`src/rtl/pcm_pkg.sv`:
```
// Shared constants, channel descriptor and helpers for the PCM serial engine.
package pcm_pkg;
    localparam int WORD_W = 32;
    localparam int HALF_W = WORD_W / 2;
    localparam int IDX_W  = $clog2(WORD_W);
    localparam int POS_W  = 10;
    localparam int WID_W  = 6;

    typedef struct packed {
        logic             en;
        logic [WID_W-1:0] width;
        logic [POS_W-1:0] pos;
    } chan_cfg_t;

    // Turn one 16-bit configuration half into a channel descriptor.
    function automatic chan_cfg_t decode_half(input logic [15:0] h);
        chan_cfg_t c;
        c.en    = h[14];
        c.pos   = h[13:4];
        c.width = {2'b00, h[3:0]} + 6'd8 + (h[15] ? 6'd16 : 6'd0);
        return c;
    endfunction

    // Fill bits above a sample of width w; half limits the result to 16 bits.
    function automatic logic [WORD_W-1:0] extend(input logic [WORD_W-1:0] v,
                                                 input logic [WID_W-1:0] w,
                                                 input logic sx, input logic half);
        logic [WORD_W-1:0] r;
        logic sign;
        sign = v[IDX_W'(w - 6'd1)];
        for (int i = 0; i < WORD_W; i++) begin
            if (half && i >= HALF_W)
                r[i] = 1'b0;
            else if (i < int'(w))
                r[i] = v[i];
            else
                r[i] = sx & sign;
        end
        return r;
    endfunction
endpackage

```
`src/rtl/pcm_cfg_decode.sv`:
```
// Splits a direction's configuration word into two channel descriptors.
// Index 0 is channel 1 (upper half), index 1 is channel 2 (lower half).
module pcm_cfg_decode
    import pcm_pkg::*;
(
    input  logic [WORD_W-1:0]   cfg_word,
    output chan_cfg_t [1:0]     ch
);
    for (genvar g = 0; g < 2; g++) begin : g_half
        // Decode one half-word into its channel fields.
        assign ch[g] = decode_half(cfg_word[WORD_W-1-HALF_W*g -: HALF_W]);
    end
endmodule

```
`src/rtl/pcm_chan_window.sv`:
```
// Locates the current bit index against one channel's bit range.
// Gives in-window, first-bit flags and the sample bit index (MSB first).
// Assumes width <= WORD_W so the index fits IDX_W bits inside the window.
module pcm_chan_window
    import pcm_pkg::*;
#(
    parameter int FRAME_W = 10
) (
    input  chan_cfg_t          cfg,
    input  logic [FRAME_W-1:0] bit_idx,
    output logic               in_win,
    output logic               first,
    output logic [IDX_W-1:0]   msb
);
    localparam int IW = ((FRAME_W > POS_W) ? FRAME_W : POS_W) + 1;

    logic [IW-1:0] b_x, p_x, k;

    // Offset of the bit index from the channel start and range test.
    always_comb begin
        b_x    = IW'(bit_idx);
        p_x    = IW'(cfg.pos);
        k      = b_x - p_x;
        in_win = cfg.en && (b_x >= p_x) && (k < IW'(cfg.width));
        first  = cfg.en && (b_x == p_x);
        msb    = IDX_W'(cfg.width - 6'd1 - k[5:0]);
    end
endmodule

```
`src/rtl/pcm_tx_path.sv`:
```
// Transmit serializer: fetches words from a fall-through FIFO at channel
// starts and drives one bit per strobe. Channel 1 owns overlapping bits.
// Assumes strobes are never adjacent and fifo_data is valid when not empty.
module pcm_tx_path
    import pcm_pkg::*;
#(
    parameter int FRAME_W = 10
) (
    input  logic               clk,
    input  logic               rst_n,
    input  logic               bit_en,
    input  logic [FRAME_W-1:0] bit_idx,
    input  chan_cfg_t [1:0]    cfg,
    input  logic               pack,
    input  logic               fifo_empty,
    input  logic [WORD_W-1:0]  fifo_data,
    output logic               fifo_pop,
    output logic               sdo,
    output logic               underrun
);
    logic [1:0]        in_w, first_w;
    logic [IDX_W-1:0]  msb_w [2];
    logic [WORD_W-1:0] hold1_q, hold2_q, cur1, cur2, lo, hi;
    logic              fetch1, fetch2, bit_d, under_d;

    for (genvar g = 0; g < 2; g++) begin : g_win
        pcm_chan_window #(.FRAME_W(FRAME_W)) i_win (
            .cfg     (cfg[g]),
            .bit_idx (bit_idx),
            .in_win  (in_w[g]),
            .first   (first_w[g]),
            .msb     (msb_w[g])
        );
    end

    // Pick fetch points, split the FIFO word and select the outgoing bit.
    always_comb begin
        fetch1 = bit_en && first_w[0];
        fetch2 = bit_en && first_w[1] && !(pack && cfg[0].en);
        lo = pack ? {{HALF_W{1'b0}}, fifo_data[HALF_W-1:0]} : fifo_data;
        hi = pack ? {{HALF_W{1'b0}}, fifo_data[WORD_W-1:HALF_W]} : fifo_data;
        if (fifo_empty) begin
            lo = '0;
            hi = '0;
        end
        cur1 = fetch1 ? lo : hold1_q;
        cur2 = (fetch2 || (fetch1 && pack)) ? hi : hold2_q;
        fifo_pop = (fetch1 || fetch2) && !fifo_empty;
        under_d  = (fetch1 || fetch2) && fifo_empty;
        if (in_w[0])      bit_d = cur1[msb_w[0]];
        else if (in_w[1]) bit_d = cur2[msb_w[1]];
        else              bit_d = 1'b0;
    end

    // Register the serial bit, the held samples and the underrun pulse.
    always_ff @(posedge clk) begin
        if (!rst_n) begin
            sdo      <= 1'b0;
            underrun <= 1'b0;
            hold1_q  <= '0;
            hold2_q  <= '0;
        end else begin
            underrun <= under_d;
            if (bit_en) begin
                sdo     <= bit_d;
                hold1_q <= cur1;
                hold2_q <= cur2;
            end
        end
    end
endmodule

```
`src/rtl/pcm_rx_path.sv`:
```
// Receive deserializer: places each sampled bit at its MSB-first position,
// then extends and pushes finished samples, packed or one per word.
// Assumes in packed mode that channel 1 ends before channel 2.
module pcm_rx_path
    import pcm_pkg::*;
#(
    parameter int FRAME_W = 10
) (
    input  logic               clk,
    input  logic               rst_n,
    input  logic               bit_en,
    input  logic [FRAME_W-1:0] bit_idx,
    input  chan_cfg_t [1:0]    cfg,
    input  logic               pack,
    input  logic               sext,
    input  logic               sdi,
    output logic               push,
    output logic [WORD_W-1:0]  data
);
    logic [1:0]        in_w, first_w;
    logic [IDX_W-1:0]  msb_w [2];
    logic [WORD_W-1:0] acc1_q, acc2_q, acc1_n, acc2_n, s1, s2, data_d;
    logic [HALF_W-1:0] pend_q, pend_d;
    logic              done1, done2, push_d;

    for (genvar g = 0; g < 2; g++) begin : g_win
        pcm_chan_window #(.FRAME_W(FRAME_W)) i_win (
            .cfg     (cfg[g]),
            .bit_idx (bit_idx),
            .in_win  (in_w[g]),
            .first   (first_w[g]),
            .msb     (msb_w[g])
        );
    end

    // Accumulate bits, detect completed samples and form the push word.
    always_comb begin
        acc1_n = (bit_en && first_w[0]) ? '0 : acc1_q;
        if (bit_en && in_w[0]) acc1_n[msb_w[0]] = sdi;
        acc2_n = (bit_en && first_w[1]) ? '0 : acc2_q;
        if (bit_en && in_w[1] && !in_w[0]) acc2_n[msb_w[1]] = sdi;
        done1  = bit_en && in_w[0] && (msb_w[0] == '0);
        done2  = bit_en && in_w[1] && (msb_w[1] == '0);
        s1     = extend(acc1_n, cfg[0].width, sext, pack);
        s2     = extend(acc2_n, cfg[1].width, sext, pack);
        push_d = 1'b0;
        data_d = '0;
        pend_d = pend_q;
        if (pack) begin
            if (done1 && cfg[1].en) pend_d = s1[HALF_W-1:0];
            if (done2) begin
                push_d = 1'b1;
                data_d = {s2[HALF_W-1:0], cfg[0].en ? pend_q : {HALF_W{1'b0}}};
            end else if (done1 && !cfg[1].en) begin
                push_d = 1'b1;
                data_d = {{HALF_W{1'b0}}, s1[HALF_W-1:0]};
            end
        end else if (done1) begin
            push_d = 1'b1;
            data_d = s1;
        end else if (done2) begin
            push_d = 1'b1;
            data_d = s2;
        end
    end

    // Hold accumulators and the pending half; register the push.
    always_ff @(posedge clk) begin
        if (!rst_n) begin
            acc1_q <= '0;
            acc2_q <= '0;
            pend_q <= '0;
            push   <= 1'b0;
            data   <= '0;
        end else begin
            acc1_q <= acc1_n;
            acc2_q <= acc2_n;
            pend_q <= pend_d;
            push   <= push_d;
            if (push_d) data <= data_d;
        end
    end
endmodule

```
`src/rtl/pcm_serdes2.sv`:
```
// Top of the two-channel PCM serial engine: decodes both direction
// configurations and runs independent transmit and receive paths off
// the shared bit strobe and bit index from the frame generator.
module pcm_serdes2
    import pcm_pkg::*;
#(
    parameter int FRAME_W = 10
) (
    input  logic               clk,
    input  logic               rst_n,
    input  logic               bit_en,
    input  logic [FRAME_W-1:0] bit_idx,
    input  logic [31:0]        tx_cfg,
    input  logic [31:0]        rx_cfg,
    input  logic               tx_pack,
    input  logic               rx_pack,
    input  logic               rx_sext,
    input  logic               tx_fifo_empty,
    input  logic [31:0]        tx_fifo_data,
    output logic               tx_fifo_pop,
    output logic               sdo,
    output logic               tx_underrun,
    input  logic               sdi,
    output logic               rx_fifo_push,
    output logic [31:0]        rx_fifo_data
);
    chan_cfg_t [1:0] tx_ch, rx_ch;

    pcm_cfg_decode i_tx_dec (.cfg_word(tx_cfg), .ch(tx_ch));
    pcm_cfg_decode i_rx_dec (.cfg_word(rx_cfg), .ch(rx_ch));

    pcm_tx_path #(.FRAME_W(FRAME_W)) i_tx (
        .clk        (clk),
        .rst_n      (rst_n),
        .bit_en     (bit_en),
        .bit_idx    (bit_idx),
        .cfg        (tx_ch),
        .pack       (tx_pack),
        .fifo_empty (tx_fifo_empty),
        .fifo_data  (tx_fifo_data),
        .fifo_pop   (tx_fifo_pop),
        .sdo        (sdo),
        .underrun   (tx_underrun)
    );

    pcm_rx_path #(.FRAME_W(FRAME_W)) i_rx (
        .clk     (clk),
        .rst_n   (rst_n),
        .bit_en  (bit_en),
        .bit_idx (bit_idx),
        .cfg     (rx_ch),
        .pack    (rx_pack),
        .sext    (rx_sext),
        .sdi     (sdi),
        .push    (rx_fifo_push),
        .data    (rx_fifo_data)
    );
endmodule

```
`config.mk`:
```
export PLATFORM = sky130hd
export DESIGN_NAME = pcm_serdes2
export DESIGN_NICKNAME = d
export VERILOG_FILES = /design/src/rtl/pcm_pkg.sv /design/src/rtl/pcm_cfg_decode.sv /design/src/rtl/pcm_chan_window.sv /design/src/rtl/pcm_tx_path.sv /design/src/rtl/pcm_rx_path.sv /design/src/rtl/pcm_serdes2.sv
export SDC_FILE = /design/constraint.sdc
export NUM_CORES = 1
export LEC_CHECK = 0
export BUFFER_PORTS_ARGS = -buffer_cell sky130_fd_sc_hd__clkbuf_2
export CAP_MARGIN = 20
export CORE_UTILIZATION = 45
export CTS_CLUSTER_DIAMETER = 150
export DETAILED_ROUTE_END_ITERATION = 16
export GPL_TIMING_DRIVEN = 1
export HOLD_SLACK_MARGIN = 0.12
export PLACE_DENSITY_LB_ADDON = 0.25
export SLEW_MARGIN = 40
export SYNTH_ARGS = -nofsm -noshare
export SYNTH_HDL_FRONTEND = slang
export SYNTH_SLANG_ARGS = --single-unit
```
`constraint.sdc`:
```
create_clock -name clk -period 5.71 [get_ports clk]
set_input_delay 0 -clock clk [delete_from_list [all_inputs] [get_ports clk]]
set_output_delay 0 -clock clk [all_outputs]
set_load 0.05 [all_outputs]
```
==> impl_metrics.tcl, run 1 <==
set metrics [dict create \
    cts_made_buffers 17 \
    layout_common_cells "nor2_1 (254), nand2_1 (235), a21oi_1 (201)" \
    gp_routability_congestion 1.037 \
    clock_latency_ps 460 \
    fin_crit_sh_pct 94.01 \
    peakVddDrop_v 0.0002333 \
    die_h_um 185.6 \
    firstDrtPassIters 6 \
    rr_startpoint "i_rx.acc2_q[20]$_SDFF_PN0_" \
    grt_max_degree 98 \
    drcViolationCount 0 \
    ioPinCount 150 \
    synth_edf_count 0 \
    cp_max_fo 14 \
    synth_xor_area_share_pct 2.408 \
    synthMuxAreaShare_pct 7.357 \
    drive_above_1_share_pct 15.95 \
    maxSlewHeadroom_pct 39.51 \
    synth-seq-cells 179 \
    cap_violations 0 \
    antenna_found_initial 2 \
    tritoncts "yes" \
    synth_simple_gate_area_share_pct 27.31 \
    globalRouteOverflowTotal 0 \
    hold_start "sdi" \
    final_common_cell "nor2_1" \
    totalWireLength_um 56780 \
    setup_viol 0 \
    path_class "input pin to flip-flop" \
    dp_cells 2573 \
    critPathArrivalTime_ps 5750 \
    syn_nets 2256 \
    hold_viol_final 0 \
    vias 16690 \
    synth_top_family_by_area "simple AND/OR/NAND/NOR gates" \
    clk_pin_slew_ps 80 \
    start_kind "input pin" \
    syn_area_sq_mm 0.01517 \
    clock_path_buffers 2 \
    synth_compound_area_share_pct 24.20 \
    start_util_pct 46.16 \
    finalNonFillerCells 2643 \
    crit_start "bit_idx[0]" \
    die_area_sq_mm 0.03445 \
    min_path_type "input pin to flip-flop" \
    fmax_mhz 186.3 \
    yosysSeqAreaShare_pct 23.62 \
    place.port_buffers 149 \
    grt_pass1_wl_um 86910 \
    ctsRootBufferMaster "clkbuf_16" \
    num_rows 66 \
    grt_usage_pct 32.73 \
    placed_area_sq_mm 0.01648 \
    numClockSinks 179 \
    netlist_instances 2044 \
    grt_pass1_vias 15600 \
    fin_skew_ps 17.29 \
    synth_top_flop_cell "dfxtp_1" \
    cp-end-kind "flip-flop" \
    yosys.area.top_type "dfxtp_1" \
    die_w_um 185.6 \
    yosysTopAreaCellShare_pct 23.62 \
    synthArstFlopShare_pct 0 \
    synth_warnings 0 \
    vias_per_cell 6.314 \
    cts.htree.levels 4 \
    outcome "complete, no violations" \
    synth_area_per_cell_sq_um 7.422 \
    synthAdderAreaFrac_pct 8.478 \
    fin_area_sq_mm 0.01752 \
    rsz0062_at_grt "false" \
    synthToLayoutAreaGrowth_pct 15.46 \
    post_synth_num_cell_types 101 \
    power_density_mw_per_mm2 218.4 \
    slew_violations 0 \
    postRouteAntennaNets 0 \
    first_iter_violations 2152 \
    yosys-top-cells-area "dfxtp_1 (24%), ha_1 (7.4%), a21oi_1 (6.7%)" \
    wire_per_inst_um 21.48 \
    dpl.hpwl_um 41820 \
    power.leakage_nw 7.082 \
    fin_nets 2399 \
    worstMarginPinSlew_ps 900.4 \
    period_needed_ps 5368 \
    fp.coreArea_sq_mm 0.03287 \
    cp.required_ps 6090 \
]
cell usage after synthesis, types with 17 or more instances:
cell      count
nor3_1       69
nor3b_1      23
nor2_1      257
xor2_1       17
nand4_1      39
nor2b_1      17
a21oi_1     202
dfxtp_1     179
nand3_1      65
nand2b_1     18
mux2_2       20
ha_1         90
and2_1       30
nand2_1     236
o31ai_1      18
or3_1        19
mux4_2       18
a211oi_1     18
xnor2_1      21
inv_1       106
o21ai_0      56
mux2i_1      47
a31oi_1      33
o211ai_1     23
clkbuf_1    106
nor4_1       19
a21o_1       22
logic make-up after synthesis:
kind of cell               Yosys count
AOI/OAI and AO/OA                  537
xor gates and xnor gates            40
adders and majority gates           98
buffers and inverters              248
DFF                                179
muxes                               86
and+or+nand+nor                    856
state kept, by name (all words and copies together) (netlist names):
register / cells
i_rx.acc1_q: 32
i_rx.acc2_q: 32
i_rx.data: 32
i_rx.pend_q: 16
i_rx.push: 1
i_tx.hold1_q: 32
i_tx.hold2_q: 32
i_tx.sdo: 1
i_tx.underrun: 1
area by class of cell:
cell class                      count  area (sq um)
Antenna cell                        1         2.502
Clock buffer                       19         452.9
Clock inverter                     13         181.4
Fill cell                        3262         15350
Inverter                          112         422.9
Multi-Input combinational cell   1618         10650
Sequential cell                   179          3583
Tap cell                          442         553.0
Timing Repair Buffer              259          1665
where the power goes:
| part | internal, mW | switching (mW) | total (mW) |
|---|---|---|---|
| Combinational | 0.455 | 0.821 | 1.28 |
| Clock | 0.695 | 0.606 | 1.30 |
| Sequential | 1.25 | 0.000406 | 1.25 |
final timing paths:
path / endpoint / slack [ps] / depth (start not counted)
max: i_rx.data[19]$_SDFFE_PN0P_ / 340 / 24
min: i_rx.acc2_q[31]$_SDFF_PN0_ / 180 / 4
max reg2reg: i_rx.data[7]$_SDFFE_PN0P_ / 2600 / 13
min reg2reg: i_rx.data[0]$_SDFFE_PN0P_ / 460 / 2
layer usage:
| layer | share of wire (%) | GRT usage [%] | routed length [um] | vias to the layer above |
|---|---|---|---|---|
| met1 | 40 | 41.91 | 22980 | 7830 |
| met3 | 9.5 | 6.339 | 5374 | 203 |
| li1 | - | - | - | 7701 |
| met4 | 4.8 | 16.36 | 2744 | 2 |
| met5 | 0.028 | 0 | 16 | - |
| met2 | 45 | 52.34 | 25650 | 951 |
timing repair:
action,CTS,global route
setup buffers,0,0
endpoints found under the hold margin,67,0
gates resized for setup,0,2
hold buffers,36,0
endpoints found under the setup margin,0,5
per-stage QoR:
step	power, mW	hold WS, ps	util (%)	setup slack [ps]	TNS [ps]
5_1_grt	3.984	178.5	53.29	142.3	0
4_1_cts	3.803	146.8	53.18	413.9	0
3_3_place_gp	2.469	399.5	50.09	35.24	0
6_report	3.825	176.7	53.29	342.2	0
3_5_place_dp	2.486	396.1	50.15	-68.19	-172.2
2_1_floorplan	2.129	266.4	-	935.6	0
worst max-delay path, cell delays in order:
cell and delay [ps]:
clkbuf_2 80, inv_1 70, buf_4 140, ha_1 170, inv_1 50, fa_1 420, a211oi_2 300, nor2_1 100
xor2_1 230, ha_1 290, o2111ai_1 120, a21boi_0 110, nand4b_2 370, nor4_4 540, and3_1 490, a311o_1 240
nor3_1 60, a311o_1 270, o32a_1 340, buf_4 190, buf_4 210, o31ai_1 630, a211oi_1 110, nor3_1 190
(Power assumes the default switching activity.)
==> run 2, diff against run 1 <==
- CELL_PAD_IN_SITES_DETAIL_PLACEMENT: default -> 1
- CELL_PAD_IN_SITES_GLOBAL_PLACEMENT: default -> 1
==> run 2 against run 1 <==
  * Sequential cell count unchanged
  * Worst hold slack got worse by 12 ps
  * First-iteration DRC count decreased by 18%
  * Cell count increased by 0.15%
  * Die area unchanged
  * Largest power group is now combinational cells
  * Highest routed layer is now met4
==> impl_metrics.tcl, run 2 (synthesis gave the netlist of run 1 again) <==
set metrics [dict create \
    outcome "complete, no violations" \
    totalWireLength_um 66920 \
    fin_crit_sh_pct 95.04 \
    fp.coreArea_sq_mm 0.03287 \
    worstMarginPinSlew_ps 952.8 \
    cp-end-kind "flip-flop" \
    n_fill_cell 4228 \
    place.port_buffers 149 \
    period_needed_ps 5427 \
    grt_pass1_wl_um 102500 \
    die_h_um 185.6 \
    hold_start "tx_cfg[14]" \
    crit_start "bit_idx[0]" \
    p_sw_share_pct 39.05 \
    p_int_mw 2.352 \
    critical_path.max_stage_delay_ps 620 \
    maxSlewHeadroom_pct 36.02 \
    antenna_cells 0 \
    fmax_mhz 184.3 \
    setup_slack_ps 283.4 \
    die_area_sq_mm 0.03445 \
    power_density_mw_per_mm2 219.0 \
    cp_max_fo 22 \
    dpl.hpwl_um 47360 \
    min_path_type "input pin to flip-flop" \
    clock_path_buffers 2 \
    fin_nets 2404 \
    synthToLayoutAreaGrowth_pct 16.11 \
    clock_latency_ps 470 \
    cap_violations 0 \
    wire_per_inst_um 25.28 \
    first_iter_violations 1775 \
    tritoncts "yes" \
    setup_viol 0 \
    grt_pass1_vias 17430 \
    cts_made_buffers 17 \
    firstDrtPassIters 8 \
    rsz0062_at_grt "true" \
    grt_usage_pct 39.15 \
    cp.required_ps 6100 \
    numClockSinks 179 \
    die_w_um 185.6 \
    whs_ps 164.3 \
    ctsRootBufferMaster "clkbuf_16" \
    vias_per_cell 6.519 \
    start_kind "input pin" \
    drive_above_1_share_pct 16.28 \
    antenna_found_initial 0 \
    pwr-share-clk_pct 32.7 \
    fin_util_pct 53.59 \
    final_common_cell "nor2_1" \
    peakVddDrop_v 0.0002528 \
    gp_routability_congestion 0.9670 \
    layout_common_cells "nor2_1 (255), nand2_1 (235), a21oi_1 (201)" \
    postRouteAntennaNets 0 \
    critPathArrivalTime_ps 5820 \
    clk_pin_slew_ps 80 \
    drcViolationCount 0 \
    slew_violations 0 \
    power.switching_mw 1.506 \
    globalRouteOverflowTotal 0 \
    ioPinCount 150 \
    power.leakage_nw 7.165 \
    total_power_mw 3.858 \
    vias 17260 \
    num_rows 66 \
    rr_startpoint "i_rx.acc2_q[21]$_SDFF_PN0_" \
    fin_skew_ps 24.65 \
    post-place-ws_ps -418.0 \
    crit_path_top_delay_cell "o41ai_1" \
    path_cells "clkbuf_2 > inv_1 > ha_1 > inv_1 > fa_1 > a211oi_2 > nor2_1 > xor2_1 > ha_1 > a21oi_1 > a21boi_0 > nand4b_2 > nor3_2 > buf_4 > nand4_1 > or2_2 > o2111a_1 > o31ai_2 > a21bo_4 > o41ai_1 > o32ai_1 > a21oi_1" \
    path_class "input pin to flip-flop" \
    r2r_slack_ps 2560 \
    start_util_pct 46.16 \
    hold_viol_final 0 \
    seqPwrFrac_pct 32.3 \
    cts.htree.levels 4 \
    combinationalPowerShare_pct 34.9 \
    grt_max_degree 89 \
]
run 2: path summary, 6_finish.rpt:
kind | endpoint | cells after the start
setup / recovery | i_rx.data[27]$_SDFFE_PN0P_ | 22
hold / removal | i_tx.underrun$_SDFF_PN0_ | 6
setup reg to reg | i_rx.data[25]$_SDFFE_PN0P_ | 12
hold reg to reg | i_rx.pend_q[7]$_SDFFE_PN0P_ | 2
run 2: cell type report:
cell class	instances	area (sq um)	share of cell area, %
clock buffer	18	439.2	2.493
multi-input combinational	1617	10670	60.59
tap	442	553.0	3.140
inverter	112	422.9	2.401
sequential	179	3583	20.34
clock inverter	14	160.2	0.9092
timing repair buffer	265	1783	10.12
run 2: per-layer routing:
metal	wire (um)	track usage, %	vias to the layer above	share of wire [%]
li1	-	-	7696	-
met1	27520	49.27	8467	41
met2	30500	62.88	860	46
met3	4972	7.122	232	7.4
met4	3921	22.16	0	5.9
met5	0	0	-	0
run 2: critical path: cells and delay by family:
family / cells / cell delay (ps)
AOI/OAI and AO/OA: 9 / 2430
and+or+nand+nor: 5 / 1480
adders and majority gates: 3 / 990
buffers and inverters: 4 / 520
xor gates and xnor gates: 1 / 380
run 2: metrics by stage:
step	instances	setup TNS [ps]	area (sq um)
floorplan	2044	0	15170
global placement	2575	-3462	16500
detailed placement	2577	-4847	16560
CTS	2643	0	17500
global route	2647	-22.49	17610
finish	2647	0	17610
run 2: timing repair:
item | CTS | global route
hold buffers | 34 | 0
endpoints found under the hold margin | 65 | 0
resized for setup | 0 | 8
setup buffers | 0 | 4
setup endpoints to repair | 0 | 37
run 2: power by group through the flow:
stage,combinational (mW),clock [mW],sequential [mW]
2_1_floorplan,0.850,0,1.28
3_3_place_gp,1.23,0,1.28
3_5_place_dp,1.27,0,1.28
4_1_cts,1.30,1.26,1.25
5_1_grt,1.44,1.32,1.25
6_report,1.35,1.26,1.25
==> run 3, diff against run 2 <==
- CORE_UTILIZATION: 45 -> 35
==> run 3 against run 2 <==
  * Design area grew 0.45%
  * Clock power about the same
  * Sequential cell count unchanged
  * Clock-buffer cell count unchanged
  * Wire length down 3.1%
  * Non-clock buffer count unchanged
  * Cell count increased by 5.1%
  * Core utilization fell by 12 points
  * Highest routed layer is now met5
  * Fmax down 1.7%
  * Via count is 4.5% lower
==> impl_metrics.tcl, run 3 (synthesis gave the netlist of run 1 again) <==
set metrics [dict create \
    outcome "complete, no violations" \
    globalRouteOverflowTotal 0 \
    grt_pass1_vias 17050 \
    cts_made_buffers 17 \
    clock_path_buffers 2 \
    power_density_mw_per_mm2 216.2 \
    worstMarginPinSlew_ps 870.9 \
    antenna_cells 0 \
    die_w_um 210.2 \
    hold_viol_final 0 \
    cap_violations 0 \
    grt_max_degree 75 \
    path_class "input pin to flip-flop" \
    drcViolationCount 0 \
    ioPinCount 150 \
    total_power_mw 3.825 \
    grt_usage_pct 29.85 \
    r2r_slack_ps 2210 \
    cp_max_fo 16 \
    die_h_um 210.2 \
    power.leakage_nw 7.097 \
    n_fill_cell 5276 \
    numClockSinks 179 \
    tritoncts "yes" \
    finalNonFillerCells 2782 \
    hold_end "i_rx.acc2_q[31]$_SDFF_PN0_" \
    ctsRootBufferMaster "clkbuf_16" \
    rr_startpoint "i_rx.acc2_q[20]$_SDFF_PN0_" \
    min_path_type "input pin to flip-flop" \
    postRouteAntennaNets 0 \
    fin_crit_sh_pct 96.63 \
    start_util_pct 35.85 \
    num_rows 75 \
    drive_above_1_share_pct 16.05 \
    cts_setup_buffers 0 \
    synthToLayoutAreaGrowth_pct 16.63 \
    setup_viol 0 \
    vias_per_cell 5.923 \
    start_kind "input pin" \
    maxSlewHeadroom_pct 41.94 \
    layout_common_cells "nor2_1 (254), nand2_1 (236), a21oi_1 (201)" \
    fmax_mhz 181.2 \
    firstDrtPassIters 6 \
    final_common_cell "nor2_1" \
    period_needed_ps 5518 \
    grt_pass1_wl_um 101300 \
    die_area_sq_mm 0.04418 \
    clk_pin_slew_ps 80 \
    cp-end-kind "flip-flop" \
    antenna_found_initial 1 \
    worst_r2r_endpoint "i_rx.data[4]$_SDFFE_PN0P_" \
    r2r_cells 13 \
    first_iter_violations 1200 \
    fin_nets 2404 \
    critPathArrivalTime_ps 5880 \
    min_path_cells 4 \
    cp.required_ps 6070 \
    cts.htree.levels 4 \
    totalWireLength_um 64850 \
    wire_per_inst_um 23.31 \
    peakVddDrop_v 0.0001859 \
    gp_routability_congestion 0.9374 \
    hold_start "sdi" \
    fp.coreArea_sq_mm 0.04232 \
    slew_violations 0 \
    clock_latency_ps 500 \
    fin_skew_ps 16.83 \
    rsz0062_at_grt "false" \
    dpl.hpwl_um 48950 \
    tns_ps 0 \
    vias 16480 \
    place.port_buffers 149 \
    dp_cells 2712 \
]
-- run 3: changes by cell type in the layout (fill, tap and decap cells not counted), moves of 2 or more --
cell           before  now
clkinv_8            1    3
a2111oi_1           0    2
inv_12              0    2
o41ai_2             3    6
buf_4              75   77
dlygate4sd3_1      34   38
o41ai_4             4    1
a2111oi_2           3    1
buf_12              4    1
clkinv_4            3    1
-- run 3: per-layer routing --
metal	global-route usage, %	vias up	wire length (um)
met4	12.43	2	2313
met3	4.052	120	3178
met2	49.95	508	30880
li1	-	7726	-
met5	0	-	12
met1	38.45	8121	28460
-- run 3: power by group --
part | internal (mW) | switching (mW)
Combinational | 0.458 | 0.851
Sequential | 1.25 | 0.000422
Clock | 0.606 | 0.661
-- run 3: worst max-delay path: stages --
cell,delay [ps]
clkbuf_2,90
inv_1,70
buf_4,140
ha_1,170
inv_1,50
fa_1,410
a211oi_2,290
nor2_1,100
xor2_1,300
ha_1,320
a21oi_1,140
a21boi_0,100
nand4b_2,370
nor4_4,560
nand4_1,160
mux2_2,320
o2111ai_1,140
a2111oi_1,570
o32a_1,340
buf_4,280
buf_4,230
o41ai_2,120
a211oi_1,520
a21oi_1,70
-- run 3: timing repair --
| action | CTS | global route |
|---|---|---|
| gates resized for setup | 0 | 1 |
| hold buffers | 38 | 0 |
| endpoints found under the setup margin | 0 | 1 |
| hold endpoints to repair | 67 | 0 |
-- run 3: how the worst max path moves through the flow --
stage | start | end | slack, ps | depth (start not counted)
floorplan | rx_cfg[0] | i_rx.data[21]$_SDFFE_PN0P_ | 940 | 23
global placement | bit_idx[0] | i_rx.data[4]$_SDFFE_PN0P_ | -100 | 24
detailed placement | bit_idx[0] | i_rx.data[28]$_SDFFE_PN0P_ | -210 | 23
CTS | bit_idx[0] | i_rx.data[4]$_SDFFE_PN0P_ | 280 | 24
global route | bit_idx[0] | i_rx.data[27]$_SDFFE_PN0P_ | 20 | 23
finish | bit_idx[0] | i_rx.data[4]$_SDFFE_PN0P_ | 190 | 24
-- run 3: cell type report --
| type | instances | area (sq um) | area share, % |
|---|---|---|---|
| repair buffers | 265 | 1724 | 9.745 |
| clock inverters | 14 | 168.9 | 0.9547 |
| inverters | 112 | 425.4 | 2.404 |
| multi-input cells | 1617 | 10630 | 60.08 |
| flip-flops and latches | 179 | 3583 | 20.25 |
| well taps | 577 | 721.9 | 4.080 |
| clock buffers | 18 | 439.2 | 2.482 |
-- run 3: through the flow --
| stage | util, % | cell area, sq um | worst slack (ps) | hold WS [ps] |
|---|---|---|---|---|
| finish | 41.81 | 17690 | 192.4 | 203.9 |
| global route | 41.81 | 17690 | 15.77 | 206.7 |
| CTS | 41.79 | 17690 | 277.2 | 164.3 |
| detailed placement | 39.45 | 16700 | -205.1 | 435.3 |
| global placement | 39.40 | 16670 | -104.2 | 421.9 |
| floorplan | - | 15170 | 935.6 | 266.4 |
